File: src/rtl/cfg_image_loader.sv
module cfg_image_loader #(
  parameter int DW       = 16,
  parameter int WORDS    = 64,
  parameter int SIG_ADDR = 10,
  parameter int SIG_HI   = 15,
  parameter logic [15:0] EXP_SUM = 16'hBABA,
  localparam int AW = $clog2(WORDS)
) (
  input  logic          clk,
  input  logic          rst_n,
  input  logic          start,
  output logic          rd_req,
  output logic [AW-1:0] rd_addr,
  input  logic          rd_valid,
  input  logic [DW-1:0] rd_data,
  output logic          word_valid,
  output logic [AW-1:0] word_addr,
  output logic [DW-1:0] word_data,
  output logic          busy,
  output logic          done,
  output logic          sum_ok,
  output logic          cfg_apply
);
  localparam logic [AW-1:0] LAST = AW'(WORDS - 1);
  localparam logic [AW-1:0] SIGA = AW'(SIG_ADDR);

  typedef enum logic [1:0] {S_IDLE, S_REQ, S_WAIT, S_FIN} state_t;

  state_t        state;
  logic [AW-1:0] addr;
  logic [DW-1:0] sum;
  logic [1:0]    sig;
  logic          take;

  assign take       = (state == S_WAIT) && rd_valid;
  assign rd_req     = (state == S_REQ);
  assign rd_addr    = addr;
  assign word_valid = take;
  assign word_addr  = addr;
  assign word_data  = rd_data;
  assign busy       = (state != S_IDLE);
  assign done       = (state == S_FIN);
  assign cfg_apply  = done && (sig == 2'b01);

  always_ff @(posedge clk) begin
    if (!rst_n) begin
      state  <= S_IDLE;
      addr   <= '0;
      sum    <= '0;
      sig    <= '0;
      sum_ok <= 1'b0;
    end else begin
      case (state)
        S_IDLE: if (start) begin
          state  <= S_REQ;
          addr   <= '0;
          sum    <= '0;
          sig    <= '0;
          sum_ok <= 1'b0;
        end
        S_REQ: state <= S_WAIT;
        S_WAIT: if (rd_valid) begin
          sum <= sum + rd_data;
          if (addr == SIGA) sig <= rd_data[SIG_HI -: 2];
          if (addr == LAST) begin
            state  <= S_FIN;
            sum_ok <= ((sum + rd_data) == DW'(EXP_SUM));
          end else begin
            addr  <= addr + 1'b1;
            state <= S_REQ;
          end
        end
        default: state <= S_IDLE;
      endcase
    end
  end
endmodule

File: config.mk
export PLATFORM = sky130hd
export DESIGN_NAME = cfg_image_loader
export DESIGN_NICKNAME = d
export VERILOG_FILES = /design/src/rtl/cfg_image_loader.sv
export SDC_FILE = /design/constraint.sdc
export NUM_CORES = 1
export LEC_CHECK = 0
export BUFFER_PORTS_ARGS = -buffer_cell sky130_fd_sc_hd__buf_2
export CELL_PAD_IN_SITES_DETAIL_PLACEMENT = 1
export CELL_PAD_IN_SITES_GLOBAL_PLACEMENT = 1
export CORE_MARGIN = 2
export CORE_UTILIZATION = 36
export CTS_BUF_LIST = sky130_fd_sc_hd__clkbuf_16
export DETAILED_ROUTE_END_ITERATION = 12
export GPL_ROUTABILITY_DRIVEN = 0
export PLACE_DENSITY = 0.85
export SLEW_MARGIN = 15
export SYNTH_ARGS = -nofsm -noshare
export SYNTH_HDL_FRONTEND = slang
export SYNTH_SLANG_ARGS = --single-unit
File: constraint.sdc
create_clock -name clk -period 2.3 [get_ports clk]
set_input_delay 0.23 -clock clk [delete_from_list [all_inputs] [get_ports clk]]
set_output_delay 0.23 -clock clk [all_outputs]
set_load 0.02 [all_outputs]
; ---- Word-level counts from Yosys, hierarchy flattened
; Cells that the tools add are included.
; Widths: inputs -> output; s select.
[classes]
n_addsub = 2
n_eq_ne = 12
muxes = 19
n_reduce_logical = 10
[ops]
columns = cell, count
row1 = $mux 16, 2
row2 = $pmux 16 s2, 1
row3 = $mux 6, 3
row4 = $add 16x16->16, 1
row5 = $eq 16x16->1 const B, 1
row6 = $mux 2, 6
row7 = $pmux 6 s2, 1
row8 = $reduce_and 4->1, 3
row9 = $add 6x1->6 const B, 1
row10 = $eq 6x4->1 const B, 1
row11 = $eq 6x6->1 const B, 1
row12 = $ne 2x2->1 const B, 3
row13 = $pmux 2 s3, 1
row14 = $eq 2x1->1 const B, 2
row15 = $eq 2x2->1 const B, 2
row16 = $ne 2x1->1 const B, 2
row17 = $pmux 2 s2, 1
row18 = $reduce_bool 2->1, 2
row19 = $mux 1, 3
row20 = $reduce_and 3->1, 1
row21 = $logic_and 1x1->1, 2
row22 = $logic_not 2->1, 1
row23 = $pmux 1 s2, 1
row24 = $reduce_and 2->1, 1
[word_totals]
regBits = 27
out_inout_bits = 34
wordCells = 48

; ---- Depth between registers and ports, before layout
[depth]
depth_word = 5
mapped_depth = 9
mapped_depth_nobuf = 9

; ---- Worst setup path after synthesis
; OpenSTA, ideal clock, no wires.
[synth_path]
path_type = register to register
startpoint = register sum[0]
endpoint = register sum_ok
setup_time_ns = 0.069
arrival_time_ns = 2.141
required_time_ns = 2.231
slack_ns = 0.090
path_stages_with_launch = 10
path_cell_list = dfxtp_1 ha_1 fa_1 xnor2_1 nand4b_1 a2111oi_4 nand3_1 and4bb_1 o2111ai_1 o21ai_1
[synth_via]
elab_chain_len = 5
[synth_lines]
columns = element, line
row1 = start: declaration, 31  ; logic [DW-1:0] sum;
row2 = start signal: assignment, 63  ; sum <= sum + rd_data;
row3 = $add 16x16->16, 67  ; sum_ok <= ((sum + rd_data) == DW'(EXP_SUM));
row4 = $eq 16x16->1, 67
row5 = $mux 1, 65  ; if (addr == LAST) begin
row6 = $mux 1, 62  ; S_WAIT: if (rd_valid) begin
row7 = $pmux 1 s2, 53  ; case (state)
row8 = end signal: assignment, 67
row9 = end: declaration, 21  ; output logic sum_ok,
; Every way passes these cells. The select of a mux whose other input is x is not followed.
; A chain may end at the register's enable or synchronous reset.

; ---- Worst setup path after layout
; Same ends and word-level chain as after synthesis.

==> out/results.tsv <==
stage	metric	value	unit
outcome	status	finished clean	
logic_synthesis	muxShareOfSynthArea	0.461	%
floorplan	row_count	28	
power	power.leakage	1.15	nW
logic_synthesis	netlist_area	2170	sq um
timing	slew_headroom	71.1	%
cts	htreeDepth	1	
logic_synthesis	synth_top_family_by_area	compound AO/OA/AOI/OAI gates	
floorplan	fp.dieH	81.7	um
setup_path	crit_family	adder cells	
cts	clock_path_buffers	2	
setup_path	max_stage_delay	0.41	ns
timing	skew	0.00349	ns
timing	fin_crit_sh	98.9	%
setup_path	worstPathMaxFanout	3	
logic_synthesis	synth_edf_count	0	
route	viasPerCell	5.41	
route	ant_nets	0	
grt	grt_start_max_net_pins	24	
floorplan	io_pins	54	
grt	track_usage	17.5	%
cts	cts_root_buffer	clkbuf_16	
placement	dpl_cell_area	2400	sq um
logic_synthesis	yosysWarnings	0	
grt	grt_overflow_total	0	
power	ir_drop	0.000291	V
route	num_vias	1995	
grt	grt_pass1_vias	1971	
setup_path	crit_type	register to register	
timing	hold_viol_final	0	
cts	cts_hold_buffers	0	
logic_synthesis	synth-adder-area-share	10.7	%
setup_path	crit_buf_inv	1	
route	routed_wl	5.69	mm
logic_synthesis	synthFlopType	dfxtp_1	
logic_synthesis	syn_inst	255	
cells_and_area	final_nets	333	
placement	place_hpwl	4.32	mm
cts	cts_sinks	27	
placement	place.port_buffers	53	
cells_and_area	final_area	2520	sq um
cts	cts.clk_slew.worst_paths	0.08	ns
logic_synthesis	synth_nets	293	
timing	fmax	0.440	GHz
route	drt_iter0_drc	95	
cts	cts_tree	built	
cells_and_area	drive_gt1_share	33.0	%
timing	drv_slew	0	
logic_synthesis	async_flop_share	0	%
logic_synthesis	synth_compound_area_share	24.9	%
setup_path	start_kind	register	
grt	antenna_found_initial	0	
cts	clk_latency	0.27	ns
setup_path	endpoint_kind	register	
setup_path	cp_slowest_cell	fa_2	
logic_synthesis	synth.ff_latch_count	27	
logic_synthesis	synth.avg_cell_area	8.52	sq um
cells_and_area	layout.area.seq	541	sq um
logic_synthesis	yosysTopAreaCell	dfxtp_1	
logic_synthesis	synth-simple-area-share	24.1	%
run	drv_cap	0	
floorplan	start_util	36.9	%
cts	cts-buffers-inserted	3	
cells_and_area	multi_input_area	1440	sq um
cells_and_area	final_cell_mix	53 x buf_2, 30 x nor2_1, 27 x dfxtp_1	
cells_and_area	final_util	42.9	%
setup_path	crit_required	2.51	ns
logic_synthesis	synth_xor_area_share	4.84	%
route	firstDrtPassIters	4	
cells_and_area	final_common_cell	buf_2	
grt	grt_first_pass_wirelength	9.11	mm
cells_and_area	antennaDiodeCount	0	
timing	setup_violations	0	
logic_synthesis	synth-seq-area-share	24.9	%
power	power_density	475	nW/um^2
route	wl_per_cell	15.4	um
floorplan	fp.coreArea	5890	sq um
timing	tightest_slew	0.430	ns
floorplan	die_area	6670	sq um
logic_synthesis	synthTopCellsByArea	dfxtp_1 25%, ha_1 9.8%, buf_4 7.9%	
cells_and_area	areaGrowthSynthToFinish	16.1	%
route	drc	0	
timing	fin_crit	2.27	ns
hold_path	hold_class	primary input to register	
timing	rsz0062_at_grt	true	
logic_synthesis	synth_top_area_share	24.9	%
cells_and_area	fillers	736	
setup_path	crit_path_cell_trace	ha_2 > fa_2 > buf_4 > xnor2_2 > nand4b_1 > a2111oi_4 > nand3_1 > and4bb_1 > o2111ai_1 > o21ai_1	
setup_path	cp.arrival	2.49	ns
logic_synthesis	yosysUniqueCellTypes	63	
floorplan	dieWidth	81.7	um
## report_power, final
group / total, mW / switching [mW] / internal [mW] / leakage [nW]
Combinational: 0.271 / 0.162 / 0.110 / 0.890
Clock: 0.442 / 0.200 / 0.242 / 0.0415
Sequential: 0.484 / 0.00925 / 0.475 / 0.218
## metrics by stage
| step | hold WS, ns | worst slack, ns | TNS [ns] | power (mW) | std cells |
|---|---|---|---|---|---|
| 3_3_place_gp | 0.447 | -0.0400 | -0.0400 | 0.751 | 363 |
| 3_5_place_dp | 0.463 | -0.130 | -0.130 | 0.757 | 363 |
| 5_1_grt | 0.267 | -0.130 | -0.132 | 1.26 | 369 |
| 2_1_floorplan | 0.376 | 0.0896 | 0 | 0.692 | 255 |
| 6_report | 0.235 | 0.0262 | 0 | 1.20 | 369 |
| 4_1_cts | 0.247 | 0.0288 | 0 | 1.20 | 367 |
## cell usage after synthesis (2+ instances only)
| cell | count |
|---|---|
| nor2_1 | 30 |
| dfxtp_1 | 27 |
| buf_4 | 23 |
| ha_1 | 17 |
| a21oi_1 | 16 |
| nand2_1 | 11 |
| a22oi_1 | 10 |
| nand3_1 | 8 |
| o21ai_0 | 8 |
| inv_1 | 7 |
| xnor2_1 | 7 |
| nor3_1 | 6 |
| a21o_1 | 5 |
| xor2_1 | 5 |
| a31oi_1 | 4 |
| clkbuf_1 | 4 |
| nand2b_1 | 3 |
| nand4_1 | 3 |
| nor3_2 | 3 |
| o21ai_1 | 3 |
| o31ai_1 | 3 |
| or2_4 | 3 |
| or3_1 | 3 |
| a211oi_1 | 2 |
| a21oi_2 | 2 |
| and2_1 | 2 |
| nor2b_1 | 2 |
| nor4b_1 | 2 |
| or2_2 | 2 |
## metal layers
layer	up-vias	wire length (um)	track usage [%]
met2	42	2870	32.1
met5	-	0	0
met1	959	2560	21.7
li1	989	-	-
met4	0	59	4.50
met3	5	189	1.65
## what timing repair did
action / in CTS / in global routing
buffers inserted: 0 / 2
pin swaps: 1 / 7
setup endpoints to repair: 1 / 3
resized for setup: 2 / 4
hold endpoints to repair: 0 / 0
## tightest hold or removal path: stages
cell and delay (ns):
buf_2 0.11, nand3_1 0.07, o21ai_1 0.07
## registers in the layout, indices dropped and copies added (netlist names)
register  count
sum          16
rd_addr       6
sig           2
state         2
sum_ok        1
## layout make-up
| type | count | share of cell area (%) |
|---|---|---|
| clock inverter | 1 | 0.347 |
| tap | 75 | 3.72 |
| sequential | 27 | 21.4 |
| multi-input combinational | 193 | 57.0 |
| inverter | 7 | 1.04 |
| timing repair buffer | 63 | 13.5 |
| clock buffer | 3 | 2.98 |
## cell families (layout without fill, tap and decap cells)
kind of cell    Yosys count  after routing
simple gates             91             91
compound gates           71             71
buf+inv                  35             74
flops                    27             27
fa+ha+maj                18             18
xor+xnor                 12             12
mux                       1              1
## path summary, 6_finish.rpt
path / start / endpoint / slack, ns / cells past startpoint
hold reg to reg: sum[12] / sum[12] / 0.47 / 2
hold / removal: rst_n / sum_ok / 0.23 / 3
setup / recovery: sum[0] / sum_ok / 0.03 / 10
setup reg to reg: sum[0] / sum_ok / 0.03 / 10
Power figures use the tool's default switching activity.
